File: config.mk
export PLATFORM = sky130hd
export DESIGN_NAME = serial_rx_frame
export DESIGN_NICKNAME = d
export VERILOG_FILES = /design/src/rtl/serial_rx_pkg.sv /design/src/rtl/rx_line_sync.sv /design/src/rtl/rx_os_timer.sv /design/src/rtl/rx_frame_fsm.sv /design/src/rtl/serial_rx_frame.sv
export SDC_FILE = /design/constraint.sdc
export NUM_CORES = 1
export LEC_CHECK = 0
export BUFFER_PORTS_ARGS = -buffer_cell sky130_fd_sc_hd__buf_2
export CORE_UTILIZATION = 30
export DETAILED_ROUTE_END_ITERATION = 12
export GPL_ROUTABILITY_DRIVEN = 1
export GPL_TIMING_DRIVEN = 1
export PLACE_DENSITY = 0.55
export SETUP_SLACK_MARGIN = 0.05
export SYNTH_ARGS = -nofsm -noshare
export SYNTH_HDL_FRONTEND = slang
export SYNTH_SLANG_ARGS = --single-unit
File: constraint.sdc
create_clock -name clk -period 2.5 [get_ports clk]
set_clock_uncertainty 0.15 [all_clocks]
set_input_delay 0.5 -clock clk [delete_from_list [all_inputs] [get_ports clk]]
set_output_delay 0.5 -clock clk [all_outputs]
set_load 0.05 [all_outputs]
File: src/rtl/serial_rx_pkg.sv
package serial_rx_pkg;

  typedef enum logic [2:0] {
    ST_IDLE, ST_START, ST_DATA, ST_EXTRA, ST_STOP1, ST_STOP2
  } rx_state_e;

  // Put one received bit into the assembly register in the chosen direction.
  function automatic logic [7:0] shift_in(logic [7:0] sh, logic b, logic msb_first);
    return msb_first ? {sh[6:0], b} : {b, sh[7:1]};
  endfunction

  // Turn the assembly register into the output byte; in 7-bit mode the top bit is 0.
  function automatic logic [7:0] align_word(logic [7:0] sh, logic eight, logic msb_first);
    if (msb_first) return eight ? sh : {1'b0, sh[6:0]};
    return eight ? sh : {1'b0, sh[7:1]};
  endfunction

  // The parity bit a correct transmitter would send.
  function automatic logic parity_bit(logic [7:0] word, logic odd);
    return (^word) ^ odd;
  endfunction

endpackage

File: src/rtl/rx_line_sync.sv
module rx_line_sync #(
  parameter int STAGES = 2
) (
  input  logic clk,
  input  logic rst_n,
  input  logic rxd,
  output logic line,
  output logic fall
);
  logic [STAGES-1:0] chain;
  logic              prev;

  always_ff @(posedge clk or negedge rst_n) begin
    if (!rst_n) begin
      chain <= '1;
      prev  <= 1'b1;
    end else begin
      chain <= {chain[STAGES-2:0], rxd};
      prev  <= chain[STAGES-1];
    end
  end

  assign line = chain[STAGES-1];
  assign fall = prev & ~line;
endmodule

File: src/rtl/rx_os_timer.sv
module rx_os_timer #(
  parameter int OVS = 16
) (
  input  logic clk,
  input  logic rst_n,
  input  logic os_tick,
  input  logic run,
  input  logic restart,
  output logic mid
);
  localparam int CW   = $clog2(OVS);
  localparam int HALF = OVS / 2;

  logic [CW-1:0] cnt;

  always_ff @(posedge clk or negedge rst_n) begin
    if (!rst_n)                cnt <= '0;
    else if (restart || !run)  cnt <= '0;
    else if (os_tick)          cnt <= (cnt == CW'(OVS - 1)) ? '0 : cnt + 1'b1;
  end

  assign mid = run && os_tick && (cnt == CW'(HALF - 1));
endmodule

File: src/rtl/rx_frame_fsm.sv
module rx_frame_fsm
  import serial_rx_pkg::*;
(
  input  logic       clk,
  input  logic       rst_n,
  input  logic       line,
  input  logic       fall,
  input  logic       mid,
  input  logic       cfg_eight,
  input  logic       cfg_msb_first,
  input  logic       cfg_two_stop,
  input  logic       cfg_par_en,
  input  logic       cfg_par_odd,
  input  logic       cfg_mp_mode,
  input  logic       rd_strobe,
  output logic       run,
  output logic       restart,
  output logic [7:0] rx_data,
  output logic       rx_addr_flag,
  output logic       rx_full,
  output logic       err_parity,
  output logic       err_frame,
  output logic       bus_idle
);
  rx_state_e  state;
  logic [7:0] sh;
  logic [2:0] idx;
  logic       extra;

  logic [7:0] word;
  logic [2:0] last_idx;
  logic       has_extra;
  logic       take_start, glitch, set_full, last_stop_pass;

  assign word       = align_word(sh, cfg_eight, cfg_msb_first);
  assign last_idx   = cfg_eight ? 3'd7 : 3'd6;
  assign has_extra  = cfg_mp_mode | cfg_par_en;
  assign restart    = (state == ST_IDLE) && fall;
  assign run        = (state != ST_IDLE);
  assign take_start = (state == ST_START) && mid && !line;
  assign glitch     = (state == ST_START) && mid && line;
  assign set_full   = (state == ST_STOP1) && mid;
  assign last_stop_pass = mid && line &&
                          (((state == ST_STOP1) && !cfg_two_stop) || (state == ST_STOP2));

  always_ff @(posedge clk or negedge rst_n) begin
    if (!rst_n) begin
      state        <= ST_IDLE;
      sh           <= '0;
      idx          <= '0;
      extra        <= 1'b0;
      rx_data      <= '0;
      rx_addr_flag <= 1'b0;
      rx_full      <= 1'b0;
      err_parity   <= 1'b0;
      err_frame    <= 1'b0;
      bus_idle     <= 1'b1;
    end else begin
      if (rd_strobe) rx_full <= 1'b0;
      case (state)
        ST_IDLE:  if (fall) state <= ST_START;
        ST_START: if (mid) begin
          if (line) state <= ST_IDLE;
          else begin
            state    <= ST_DATA;
            idx      <= '0;
            bus_idle <= 1'b0;
          end
        end
        ST_DATA: if (mid) begin
          sh  <= shift_in(sh, line, cfg_msb_first);
          idx <= idx + 1'b1;
          if (idx == last_idx) state <= has_extra ? ST_EXTRA : ST_STOP1;
        end
        ST_EXTRA: if (mid) begin
          extra <= line;
          state <= ST_STOP1;
        end
        ST_STOP1: if (mid) begin
          rx_full      <= 1'b1;
          rx_data      <= word;
          rx_addr_flag <= cfg_mp_mode & extra;
          err_parity   <= !cfg_mp_mode && cfg_par_en &&
                          (extra != parity_bit(word, cfg_par_odd));
          err_frame    <= !line;
          if (cfg_two_stop) state <= ST_STOP2;
          else begin
            bus_idle <= line;
            state    <= ST_IDLE;
          end
        end
        ST_STOP2: if (mid) begin
          err_frame <= err_frame | !line;
          bus_idle  <= line;
          state     <= ST_IDLE;
        end
        default: state <= ST_IDLE;
      endcase
    end
  end


  full_set_chk: assert property (@(posedge clk) disable iff (!rst_n)
    set_full |=> rx_full);

  full_clear_chk: assert property (@(posedge clk) disable iff (!rst_n)
    (rd_strobe && !set_full) |=> !rx_full);

  glitch_idle_chk: assert property (@(posedge clk) disable iff (!rst_n)
    glitch |=> (state == ST_IDLE && $stable(bus_idle) && !$rose(rx_full)));

  idle_rise_chk: assert property (@(posedge clk) disable iff (!rst_n)
    $rose(bus_idle) |-> $past(last_stop_pass));

  idle_clear_chk: assert property (@(posedge clk) disable iff (!rst_n)
    take_start |=> !bus_idle);

  top_zero_chk: assert property (@(posedge clk) disable iff (!rst_n)
    (set_full && !cfg_eight) |=> (rx_data[7] == 1'b0));

  mp_no_parity_chk: assert property (@(posedge clk) disable iff (!rst_n)
    (set_full && cfg_mp_mode) |=> !err_parity);
endmodule

File: src/rtl/serial_rx_frame.sv
module serial_rx_frame #(
  parameter int OVS         = 16,
  parameter int SYNC_STAGES = 2
) (
  input  logic       clk,
  input  logic       rst_n,
  input  logic       os_tick,
  input  logic       rxd,
  input  logic       cfg_eight,
  input  logic       cfg_msb_first,
  input  logic       cfg_two_stop,
  input  logic       cfg_par_en,
  input  logic       cfg_par_odd,
  input  logic       cfg_mp_mode,
  input  logic       rd_strobe,
  output logic [7:0] rx_data,
  output logic       rx_addr_flag,
  output logic       rx_full,
  output logic       err_parity,
  output logic       err_frame,
  output logic       bus_idle
);
  logic line, fall, mid, run, restart;

  rx_line_sync #(.STAGES(SYNC_STAGES)) u_sync (
    .clk(clk), .rst_n(rst_n), .rxd(rxd), .line(line), .fall(fall)
  );

  rx_os_timer #(.OVS(OVS)) u_timer (
    .clk(clk), .rst_n(rst_n), .os_tick(os_tick), .run(run),
    .restart(restart), .mid(mid)
  );

  rx_frame_fsm u_fsm (
    .clk(clk), .rst_n(rst_n), .line(line), .fall(fall), .mid(mid),
    .cfg_eight(cfg_eight), .cfg_msb_first(cfg_msb_first),
    .cfg_two_stop(cfg_two_stop), .cfg_par_en(cfg_par_en),
    .cfg_par_odd(cfg_par_odd), .cfg_mp_mode(cfg_mp_mode),
    .rd_strobe(rd_strobe), .run(run), .restart(restart),
    .rx_data(rx_data), .rx_addr_flag(rx_addr_flag), .rx_full(rx_full),
    .err_parity(err_parity), .err_frame(err_frame), .bus_idle(bus_idle)
  );
endmodule

# After elaboration in Yosys (flattened, before gate mapping)
# Cells that the tools add are included.
# totals
regBits	35
elab_cells	99
# op_classes
bitwise_logic	6
n_reduce_logical	23
n_addsub	2
muxes	37
n_eq_ne	18
# ops
op	count
two-way mux 8 bit	5
two-way mux 3 bit	12
case mux 3 bit (6 select lines)	1
!= test 2 bit, second input constant	7
two-way mux 1 bit	12
two-way mux 4 bit	3
parity 8 bit	1
AND reduction 7 bit	1
equality test 3 x 2 -> 1 bit, second input constant	2
equality test 3 bit, second input constant	2
case mux 3 bit (2 select lines)	1
AND reduction 2 bit	3
AND reduction 6 bit	1
nonzero test 2 bit	3
nonzero test 3 bit	2
logical AND 1 bit	5
adder 4 x 1 -> 4 bit, second input constant	1
equality test 4 x 3 -> 1 bit, second input constant	1
equality test 4 bit, second input constant	1
!= test 2 x 1 -> 1 bit, second input constant	2
AND reduction 4 bit	1
adder 3 x 1 -> 3 bit, second input constant	1
equality test 3 x 1 -> 1 bit, second input constant	1
equality test 3 bit	1
12 further kinds	16

# Logic depth before layout (Yosys ltp)
# Gate-level depths: netlist (run 1).
# depth
word_depth	7
depth_mapped	8

# By module
# A second synthesis (run 1) with hierarchy kept.
# unflattened
cells_unflattened	185
area_unflattened_um2	1895.6
# modules_own_cells
module	cells_per_inst	seq_area_each_um2	area_per_inst_um2	n_inst
rx_frame_fsm	158	701.9	1566.5	1
rx_os_timer	23	100.1	236.5	1
rx_line_sync	4	78.8	92.6	1

# Least setup slack after synthesis (run 1)
# Ideal clock, no wire load.
# synth_timing
path_type	reg2reg
startpoint	register u_timer.cnt[0]
endpoint	register u_fsm.err_parity
arrival_ps	1614
path_buffers	2
required_ps	2227
path_stages_with_launch	9
setup_slack_ps	613
setup_ps	123
cell_sequence	dfrtp_1 -> ha_1 -> and4b_1 -> nand2_1 -> or3_1 -> buf_6 -> buf_6 -> nand2_1 -> o21ai_1
# synth_via
elab_chain_len	3
# synth_rtl
element	line_no	source
start: declaration	rx_os_timer.sv:14	logic [CW-1:0] cnt;
start signal: assignment	rx_os_timer.sv:19	else if (os_tick) cnt <= (cnt == CW'(OVS - 1)) ? '0 : cnt + 1'b1;
equality test 4 x 3 -> 1 bit	rx_os_timer.sv:22	assign mid = run && os_tick && (cnt == CW'(HALF - 1));
logical AND 1 bit	rx_os_timer.sv:22	
AND reduction 2 bit (no line)	-	
end signal: assignment	rx_frame_fsm.sv:83	err_parity <= !cfg_mp_mode && cfg_par_en &&
end: declaration	rx_frame_fsm.sv:21	output logic err_parity,
# No other way between the ends.
# A chain may end at the register's enable or synchronous reset.

# Worst setup path in the final report (run 1)
# layout_timing
startpoint	register u_timer.cnt[0]
endpoint	register u_fsm.err_frame
# layout_via
elab_chain_len	4
word_cells_on_any_way	5
classes_between	3 x eq/ne; 2 x reduce/logical
# layout_rtl
element	line_no	source
equality test 4 x 3 -> 1 bit (*)	rx_os_timer.sv:22	
logical AND 1 bit (*)	rx_os_timer.sv:22	
!= test 2 bit (no line)	-	
AND reduction 3 bit (no line) (*)	-	
end signal: assignment	rx_frame_fsm.sv:85	err_frame <= !line;
end signal: assignment	rx_frame_fsm.sv:93	err_frame <= err_frame | !line;
end: declaration	rx_frame_fsm.sv:22	output logic err_frame,
# Every way passes the cells marked *; elsewhere a longest branch is shown, timed or not.

==> metrics.md, run 1 <==
| Metric | Value |
|---|---|
| Status | finished, final reports clean |
| Leak | 0.000933 uW |
| Vias in the first global route | 1207 |
| Kind of critical path | reg2reg |
| Core Region | 0.00561 sq mm |
| Synth Area in XOR/XNOR | approximately 4.9% |
| Clock sink count | 35 |
| Row cnt | 27 |
| Vias | 1305 |
| Total gr overflow | 0 |
| # nets final | 212 |
| Seq/Total Area, Yosys | between 40% and 50% |
| Routed WL | 3430 microns |
| Final-report max-slew violation count | 0 |
| Drt wl/cell | 12.6 microns |
| Startpoint Class | flop |
| Via density | roughly 4.8 |
| Final worst path period need | between 2 and 2.5 ns |
| Clk buf depth | 2 |
| Commonest cells after routing, fill and taps aside | dfrtp_1 (31), buf_2 (23), nor2_1 (18), nand2_1 (17), mux2i_1 (17) |
| Root Buffer | clkbuf_8 |
| Cells after synthesis | 175 |
| Crit path required time | 2.53 ns |
| Largest net degree at the start of global routing | 36 |
| Synth Area in Compound Gates | 13.2% |
| Critical path capture point type | flop |
| Pwr Density | 1010 mW/mm^2 |
| IO buf count | 23 |
| Hold-fix buffers at CTS | 0 |
| Area growth, synth to finish | 15.3% |
| Fin crit share | between 80% and 90% |
| Post-synthesis adder-cell area fraction | 1.40% |
| VDD IR-drop max | around 0.27 mV |
| Initial antenna violation count | 0 |
| Die area | ~0.0063 sq mm |
| Simple-gate area share of the yosys netlist | between 15 and 20% |
| Most common cell after layout, fill and taps aside | dfrtp_1 |
| Final ANT Viol Nets | 0 |
| FF+latch area | 881 sq um |
| CTS tree | built |
| Sw power | 729 uW |
| Gates resized, CTS repair | 0 |
| Post-DP HPWL | between 2000 and 2500 microns |
| Sw frac | 35.1% |
| Synthesized net count | about 190 |
| Synth Cell Area | 0.00178 sq mm |
| # Max-Cap Violations | 0 |
| Ys flop type | dfrtp_1 |
| Routability cong. | 0.761 |
| Tightest Hold Check Type | in2async |
| # IOs | 24 |
| Worst Tran Pin Value | 0.777 ns |
| Combinational fraction of design power | 32.3% |
| Final setup vio count | 0 |
| Share of cells above drive strength 1 | 21.0% |
| Post-synthesis async set-or-reset flop share | 100% |
| Post-synth EDFFs | 0 |
| Multi-input logic area | 837 sq um |
| H-tree depth | 2 |
| Die W | 79.1 microns |
| Unrepaired setup endpoints after global routing | no |
| FF+latch count, synth | 35 |
| Global Route Usage Sum | 12.0% |
| Starting Density | 31.8% |
| Post-CTS Setup Inserts | 0 |
| CP Max Fanout | 19 |
| Drt pass-1 iters | 4 |
| Worst-Skew Late Latency | 0.29 ns |
| Inserted Diodes | 0 |
| First-pass GRT wire length | 5810 microns |
| Synthesized area per cell | 10.2 sq um |
| Power share of the clock group | a little under a quarter |
| Worst Path Arrival | 2.24 ns |
| Multiplexer share of the synthesized area | 12.1% |
| Initial drt markers | 97 |
| Sequential Power Share | 43.6% |
| Fillcell total | 557 |
| Clock transition at path regs | 0.07 ns |
| Slew headroom | 48.2% |
| CTS buffer count | 5 |
| Fmax | 452 MHz |
| Warnings from Yosys | 0 |
| Final setup TNS | 0 ns |
| DR DRC count | 0 |
| Largest family of logic cells by synthesized area | simple AND/OR/NAND/NOR gates |
| Post-synth cell types | 38 |
| Final Hold Viols | 0 |
| Die H | 79.1 microns |
| Final hold slack | between 0.1 and 0.15 ns |
| Cell internal pwr | between 1000 and 1500 uW |
==> final timing paths <==
kind	startpoint	depth (start not counted)	end	slack [ns]
max reg2reg	u_timer.cnt[0]	5	u_fsm.err_frame	0.29
max	u_timer.cnt[0]	5	u_fsm.err_frame	0.29
min in group clk	rxd	1	u_sync.chain[0]	0.16
max in group asynchronous	rst_n	1	u_fsm.extra	1.57
min reg2reg	u_sync.chain[0]	0	u_sync.chain[1]	0.21
min	rst_n	1	u_fsm.rx_data[1]	0.13
==> sequential cells by signal (all words and copies together), names as in the netlist <==
| signal | flops |
|---|---|
| u_fsm.state | 3 |
| u_sync.chain | 2 |
| u_fsm.extra | 1 |
| u_sync.prev | 1 |
| u_fsm.rx_data | 8 |
| u_fsm.rx_addr_flag | 1 |
| u_fsm.err_frame | 1 |
| u_fsm.idx | 3 |
| u_fsm.err_parity | 1 |
| u_timer.cnt | 4 |
| u_fsm.rx_full | 1 |
| u_fsm.bus_idle | 1 |
| u_fsm.sh | 8 |
==> kinds of logic after synthesis <==
| kind of cell | Yosys count |
|---|---|
| multiplexers | 21 |
| AO/OA/AOI/OAI | 40 |
| flip-flops | 35 |
| XOR/XNOR | 10 |
| buffers and inverters | 11 |
| AND/OR/NAND/NOR | 56 |
| adder cells (fa/ha/maj) | 2 |
==> critical path: stages (launching register included) <==
cell     delay, ns
dfrtp_1       0.41
ha_1          0.25
and4b_1       0.30
nand2_1       0.11
or3_1         0.59
a32o_1        0.30
==> per-stage QoR <==
step	std cells	instance area, sq um	power [uW]	utilization [%]	setup slack, ns
2_1_floorplan	175	1780	1440	-	0.613
5_1_grt	272	2060	2230	36.7	0.142
3_5_place_dp	264	1950	1600	34.8	0.302
6_report	272	2060	2080	36.7	0.289
3_3_place_gp	264	1950	1580	34.8	0.351
4_1_cts	272	2060	2100	36.7	0.285
==> metal layers <==
layer	vias up	global-route usage (%)	part of all wire, %
li1	661	-	-
met1	617	17.2	53
met2	21	16.9	42
met3	6	3.45	4.0
met4	0	4.91	1.6
met5	-	0	0
==> synth_stat cells, types with 2 or more instances <==
master     n  area share, %
nor2b_1    2           0.70
mux2i_1   17            9.5
ha_1       2            1.4
buf_6      2            1.3
nand2_1   17            3.6
a21oi_1   14            3.9
nand3_1    5            1.4
o21ai_0    8            2.2
clkbuf_1   3           0.63
nor3_1     4            1.1
xor2_1     2           0.98
nor2_1    18            3.8
xnor2_1    8            3.9
dfstp_2    4            5.9
buf_4      2           0.84
a41oi_1    2           0.98
o211ai_1   3            1.3
o21ai_1    7            2.0
mux2_2     4            2.5
dfrtp_1   31             44
inv_1      3           0.63
==> layout make-up <==
class / instances / share of cell area (%)
clock buffers: 7 / 3.71
clock inverters: 1 / 1.46
inverters: 3 / 0.548
multi-input cells: 129 / 40.7
flip-flops and latches: 35 / 42.8
well taps: 72 / 4.38
repair buffers: 25 / 6.33
==> power by group through the flow <==
stage / Clock (uW) / Combinational (uW) / Sequential, uW
6_report: 500 / 672 / 907
5_1_grt: 535 / 763 / 935
4_1_cts: 512 / 683 / 907
2_1_floorplan: 0 / 605 / 836
3_5_place_dp: 0 / 680 / 917
3_3_place_gp: 0 / 672 / 911
Note: power is estimated with default switching activity, not from simulation.
==> inputs of run 2 (changes only) <==
--- a/config.mk
+++ b/config.mk
@@ -5,12 +5,12 @@
 export SDC_FILE = /design/constraint.sdc
 export NUM_CORES = 1
 export LEC_CHECK = 0
-export BUFFER_PORTS_ARGS = -buffer_cell sky130_fd_sc_hd__buf_2
 export CORE_UTILIZATION = 30
 export DETAILED_ROUTE_END_ITERATION = 12
+export DONT_BUFFER_PORTS = 1
 export GPL_ROUTABILITY_DRIVEN = 1
-export GPL_TIMING_DRIVEN = 1
-export PLACE_DENSITY = 0.55
+export GPL_TIMING_DRIVEN = 0
+export PLACE_DENSITY = 0.52
 export SETUP_SLACK_MARGIN = 0.05
 export SYNTH_ARGS = -nofsm -noshare
 export SYNTH_HDL_FRONTEND = slang
==> constraint.sdc (replaced) <==
create_clock -name clk -period 2.3 [get_ports clk]
set_clock_uncertainty 0.15 [all_clocks]
set_input_delay 0.46 -clock clk [delete_from_list [all_inputs] [get_ports clk]]
set_output_delay 0.46 -clock clk [all_outputs]
set_load 0.05 [all_outputs]
==> run 2 against run 1 <==
Via count is 0.61% lower. Cell area decreased by 1.8%. Non-clock buffer count down 13. Utilization shrank 0.67 points. Register-to-register slack worse by 0.07 ns. Largest power group unchanged. Fmax grew 6.3%. Clock power fell by 2%. Worst hold slack worse by 0.12 ns. Global-route usage rose by 0.55 points. Final cell count decreased by 4.8%. Power is 6.4% higher. Setup slack worse by 0.069 ns.
==> metrics.md, run 2 (synthesis results as in run 1) <==
| Metric | Value |
|---|---|
| Clk buf depth | 2 (unchanged) |
| Slew headroom | 66.4% (+18 points) |
| Crit path required time | 2.33 ns (-0.20 ns) |
| Final-report max-slew violation count | 0 (unchanged) |
| Drt pass-1 iters | 6 (+2) |
| Final worst path period need | 2.08 ns (-0.131 ns) |
| Initial drt markers | 67 (-31%) |
| WHS Path Cells | 0 |
| H-tree depth | 2 (unchanged) |
| Fmax | 481 MHz (+6.3%) |
| Fin crit share | 90.4% (+2.0 points) |
| Register-to-register path setup slack | 0.22 ns (-0.07 ns) |
| Die W | 79.1 microns (unchanged) |
| Routability cong. | 0.809 (+6.2%) |
| Tightest Hold Check Type | in2reg |
| Die H | 79.1 microns (unchanged) |
| Inserted Diodes | 0 (unchanged) |
| Final setup TNS | 0 ns (unchanged) |
| Drt wl/cell | 13.9 microns (+10%) |
| Combinational fraction of design power | 34.9% (+2.6 points) |
| Final Hold Viols | 0 (unchanged) |
| Sw frac | 35.8% (+0.71 points) |
| Vias | 1297 (-0.61%) |
| DR DRC count | 0 (unchanged) |
| Routed WL | 3600 microns (+5.0%) |
| Final ANT Viol Nets | 0 (unchanged) |
| Area growth, synth to finish | 13.2% |
| Row cnt | 27 (unchanged) |
| IO buf count | 0 (-100%) |
| Via density | 5.01 (+4.4%) |
| Worst Path Arrival | 2.11 ns (-0.13 ns) |
| Biggest regs | u_fsm.rx_data (8), u_fsm.sh (8), u_timer.cnt (4) |
| Core Region | 0.00561 sq mm (unchanged) |
| Fillcell total | 572 (+2.7%) |
| DP Worst Slack | 0.165 ns (-0.136 ns) |
| Worst r2r path cells | 8 (+3) |
| Leak | 0.000866 uW (-7.1%) |
| VDD IR-drop max | 0.328 mV (+22%) |
| CTS tree | built |
| Cell area after placement | 0.00187 sq mm (-3.9%) |
| # Max-Cap Violations | 0 (unchanged) |
| Post-DP HPWL | 2530 microns (+5.0%) |
| CP Max Fanout | 10 (-9) |
| Starting Density | 31.8% (unchanged) |
| Root Buffer | clkbuf_8 |
| CP Capture Point | u_fsm.rx_data[1] |
| Initial antenna violation count | 0 (unchanged) |
| Sw power | 792 uW (+8.5%) |
| Pwr Density | 1100 mW/mm^2 (+8.4%) |
| Commonest cells after routing, fill and taps aside | dfrtp_1 (31), nor2_1 (18), nand2_1 (17), mux2i_1 (17), a21oi_1 (14) |
| # nets final | 199 (-6.1%) |
| CTS buffer count | 5 (unchanged) |
| Reg-to-reg endpoint | u_fsm.rx_data[1] |
| Startpoint Class | flop |
| Vias in the first global route | 1243 (+3.0%) |
| Unrepaired setup endpoints after global routing | no |
| Fin util | 36.0% (-0.67 points) |
| Critical path capture point type | flop |
| # IOs | 24 (unchanged) |
| Fin area | 0.00202 sq mm (-1.8%) |
| Total gr overflow | 0 (unchanged) |
| Largest net degree at the start of global routing | 36 (unchanged) |
| Global Route Usage Sum | 12.6% (+0.55 points) |
| Share of cells above drive strength 1 | 13.9% (-7.1 points) |
| Kind of critical path | reg2reg |
| Post-route setup slack | 0.220 ns (-0.0693 ns) |
| Status | finished, final reports clean |
| Sequential Power Share | 42.9% (-0.7 points) |
| Cell internal pwr | 1420 uW (+5.2%) |
| Crit. Startpoint | u_timer.cnt[0] |
| Worst Tran Pin Value | 0.504 ns (-0.274 ns) |
| Crit Reg-Reg Startpoint | u_timer.cnt[0] |
| First-pass GRT wire length | 6040 microns (+3.9%) |
| Clock sink count | 35 (unchanged) |
| Die area | 0.00626 sq mm (unchanged) |
| Gates resized, CTS repair | 0 (unchanged) |
| Clock transition at path regs | 0.07 ns (about the same) |
| Worst-Skew Late Latency | 0.29 ns (about the same) |
| Power share of the clock group | 22.2% (-1.8 points) |
| Final setup vio count | 0 (unchanged) |
| Most common cell after layout, fill and taps aside | dfrtp_1 |
-- run 2: changes by cell type in the layout (fill, tap and decap cells not counted), sizes merged --
| cell | previous run | this run |
|---|---|---|
| buf | 25 | 8 |
| clkbuf | 7 | 11 |
| dlygate4sd3 | 0 | 1 |
| bufinv | 1 | 0 |
-- run 2: critical path, stage by stage, from the launching register on --
cell	delay, ns
dfrtp_1	0.41
ha_1	0.25
and4b_1	0.31
nand2_1	0.10
or3_1	0.33
buf_6	0.15
buf_6	0.14
nand2_1	0.07
o21ai_1	0.07
-- run 2: worst min path at each step --
| stage | startpoint | end | slack, ns |
|---|---|---|---|
| global route | rxd | u_sync.chain[0] | 0.00007 |
| finish | rxd | u_sync.chain[0] | 0.01 |
| floorplan | rst_n | u_fsm.err_frame | 0.01 |
| detailed placement | rst_n | u_fsm.idx[2] | 0.02 |
| global placement | rst_n | u_fsm.idx[2] | 0.02 |
| CTS | rxd | u_sync.chain[0] | 0.005 |
-- run 2: stage by stage --
step	std cells	hold WS [ns]	power, uW
4_1_cts	257	0.00505	2230
3_5_place_dp	247	0.0155	1720
2_1_floorplan	175	0.0144	1570
3_3_place_gp	247	0.0153	1710
6_report	259	0.0126	2210
5_1_grt	259	0.0000714	2390
-- run 2: layer usage --
metal / part of all wire, % / GRT usage, % / vias up
met1: 50 / 17.1 / 622
li1: - / - / 646
met2: 43 / 17.8 / 23
met5: 0 / 0 / -
met4: 1.6 / 6.00 / 0
met3: 4.6 / 4.37 / 6
-- run 2: timing repair --
item / 4_1_cts / 5_1_grt
buffers inserted: 0 / 2
endpoints found under the hold margin: 35 / 0
hold buffers: 2 / 0
setup endpoints to repair: 0 / 2
-- run 2: final cells by class --
type	instances	area [sq um]	share of cell area, %
buffer	8	53.8	2.67
clock buffer	8	100	4.96
inverter	3	11.3	0.558
multi-input combinational	129	837	41.5
sequential	35	881	43.6
tap	72	90.1	4.46
timing repair buffer	4	45.0	2.23
-- run 2: power groups by stage --
stage | combinational (uW) | sequential (uW) | clock (uW)
CTS | 777 | 947 | 509
global placement | 748 | 959 | 0
finish | 771 | 949 | 491
detailed placement | 757 | 958 | 0
floorplan | 657 | 908 | 0
global route | 881 | 975 | 529
==> inputs of run 3 (changes only) <==
--- a/config.mk
+++ b/config.mk
@@ -12,6 +12,7 @@
 export GPL_TIMING_DRIVEN = 0
 export PLACE_DENSITY = 0.52
 export SETUP_SLACK_MARGIN = 0.05
+export SLEW_MARGIN = 15
 export SYNTH_ARGS = -nofsm -noshare
 export SYNTH_HDL_FRONTEND = slang
 export SYNTH_SLANG_ARGS = --single-unit
==> constraint.sdc (replaced) <==
create_clock -name clk -period 2.3 [get_ports clk]
set_clock_uncertainty 0.15 [all_clocks]
set_input_delay 0.345 -clock clk [delete_from_list [all_inputs] [get_ports clk]]
set_output_delay 0.345 -clock clk [all_outputs]
set_load 0.05 [all_outputs]
==> run 3 against run 2 <==
Clock-buffer cell count unchanged. First-iteration DRC count grew 31%. Clock power barely moved. Final cell count grew 0.77%. Worst hold slack improved by 0.042 ns. Register-to-register slack hardly changed. Critical path depth unchanged. Fmax is essentially flat.
==> metrics.md, run 3 (synthesis results as in run 1) <==
| Metric | Value |
|---|---|
| Global Route Usage Sum | 12.6% (-0.025 points) |
| Biggest regs | u_fsm.rx_data (8), u_fsm.sh (8), u_timer.cnt (4) |
| # nets final | 201 (+1.0%) |
| Clock sink count | 35 (unchanged) |
| Crit path required time | 2.33 ns (about the same) |
| Vias in the first global route | 1237 (-0.48%) |
| CP Max Fanout | 10 (unchanged) |
| Starting Density | 31.8% (unchanged) |
| # Max-Cap Violations | 0 (unchanged) |
| Die H | 79.1 microns (unchanged) |
| Leak | 0.000874 uW (+0.96%) |
| Slew headroom | 66.4% (about the same) |
| # IOs | 24 (unchanged) |
| Initial drt markers | 88 (+31%) |
| Critical path's largest stage delay | 0.41 ns (about the same) |
| Final ANT Viol Nets | 0 (unchanged) |
| Initial antenna violation count | 0 (unchanged) |
| Routed WL | 3610 microns (+0.33%) |
| Cell area after placement | 0.00187 sq mm (unchanged) |
| Final worst path period need | 2.08 ns (+0.000471 ns) |
| Core Region | 0.00561 sq mm (unchanged) |
| Critical path capture point type | flop |
| Die W | 79.1 microns (unchanged) |
| Fin area | 0.00204 sq mm (+0.99%) |
| Final Hold Viols | 0 (unchanged) |
| Worst Tran Pin Value | 0.504 ns (-0.000185 ns) |
| Fin crit share | 90.5% (about the same) |
| CTS tree | built |
| Vias | 1300 (+0.23%) |
| CTS buffer count | 5 (unchanged) |
| Drt wl/cell | 13.8 microns (-0.44%) |
| Commonest cells after routing, fill and taps aside | dfrtp_1 (31), nor2_1 (18), nand2_1 (17), mux2i_1 (17), a21oi_1 (14) |
| Kind of critical path | reg2reg |
| Die area | 0.00626 sq mm (unchanged) |
| Inserted Diodes | 0 (unchanged) |
| Area growth, synth to finish | 14.3% |
| Clock transition at path regs | 0.07 ns (about the same) |
| Startpoint Class | flop |
| Clk buf depth | 2 (unchanged) |
| Fmax | 481 MHz (about the same) |
| First-pass GRT wire length | 6020 microns (-0.23%) |
| Status | finished, final reports clean |
| VDD IR-drop max | 0.328 mV (about the same) |
| Most common cell after layout, fill and taps aside | dfrtp_1 |
| Drt pass-1 iters | 6 (unchanged) |
| Slowest stage cell, crit path | dfrtp_1 |
| Via density | 4.98 (-0.54%) |
| Worst Path Arrival | 2.11 ns (about the same) |
| Final setup TNS | 0 ns (unchanged) |
| Tightest Hold Check Type | in2reg |
| Final setup vio count | 0 (unchanged) |
| IO buf count | 0 (unchanged) |
| Total gr overflow | 0 (unchanged) |
| Final-report max-slew violation count | 0 (unchanged) |
| Unrepaired setup endpoints after global routing | no |
| Largest net degree at the start of global routing | 36 (unchanged) |
| Root Buffer | clkbuf_8 |
| Worst-Skew Late Latency | 0.29 ns (about the same) |
| Post-DP HPWL | 2530 microns (unchanged) |
| H-tree depth | 2 (unchanged) |
| Worst-path cell chain | ha_1 > and4b_1 > nand2_1 > or3_1 > buf_6 > buf_6 > nand2_1 > o21ai_1 |
| Routability cong. | 0.809 (unchanged) |
| Share of cells above drive strength 1 | 13.8% (-0.15 points) |
| Pwr Density | 1090 mW/mm^2 (-0.86%) |
| DR DRC count | 0 (unchanged) |
| Row cnt | 27 (unchanged) |
-- run 3: through the flow --
| step | instances | setup slack (ns) | utilization, % | hold slack [ns] | total power (uW) |
|---|---|---|---|---|---|
| 6_report | 261 | 0.219 | 36.3 | 0.0549 | 2210 |
| 5_1_grt | 261 | 0.0690 | 36.3 | 0.0602 | 2390 |
| 4_1_cts | 259 | 0.144 | 36.1 | 0.0436 | 2240 |
| 3_5_place_dp | 247 | 0.165 | 33.4 | -0.0995 | 1720 |
| 3_3_place_gp | 247 | 0.181 | 33.4 | -0.0997 | 1710 |
| 2_1_floorplan | 175 | 0.413 | - | -0.101 | 1570 |
-- run 3: cell type report --
class / instances / area, sq um
Sequential cell: 35 / 881
Timing Repair Buffer: 6 / 65.1
Inverter: 3 / 11.3
Fill cell: 571 / 3570
Multi-Input combinational cell: 129 / 837
Clock buffer: 8 / 100
Tap cell: 72 / 90.1
Buffer: 8 / 53.8
-- run 3: worst max-delay path, delay by kind of cell (launching register included) --
| family | cells | cell delay, ns |
|---|---|---|
| and+or+nand+nor | 4 | 0.81 |
| DFF | 1 | 0.41 |
| buffers and inverters | 2 | 0.29 |
| adders and majority gates | 1 | 0.25 |
| AOI/OAI and AO/OA | 1 | 0.07 |
-- run 3: path summary, 6_finish.rpt --
path | startpoint | end | slack, ns | cells after the start
min in group asynchronous | rst_n | u_fsm.state[2] | 0.35 | 2
worst min-delay path | cfg_eight | u_fsm.rx_data[7] | 0.05 | 2
worst max register to register | u_timer.cnt[0] | u_fsm.rx_data[1] | 0.22 | 8
max in group asynchronous | rst_n | u_sync.chain[1] | 1.39 | 2
worst min register to register | u_sync.chain[0] | u_sync.chain[1] | 0.21 | 0
worst max-delay path | u_timer.cnt[0] | u_fsm.rx_data[1] | 0.22 | 8
-- run 3: timing repair --
item	in CTS	in global routing
resized for setup	0	0
hold buffers	4	0
endpoints found under the hold margin	37	0
endpoints found under the setup margin	0	2
setup buffers	0	2
-- run 3: routing by layer --
layer,share of wire (%),track usage (%)
met1,51,17.0
met2,43,17.8
met3,4.8,4.37
met4,1.6,6.00
met5,0,0
-- run 3: report_power, final --
group	switching (uW)	total, uW	internal, uW
clock network	217	491	273
logic	383	774	391
registers	192	949	758
total	792	2210	1420
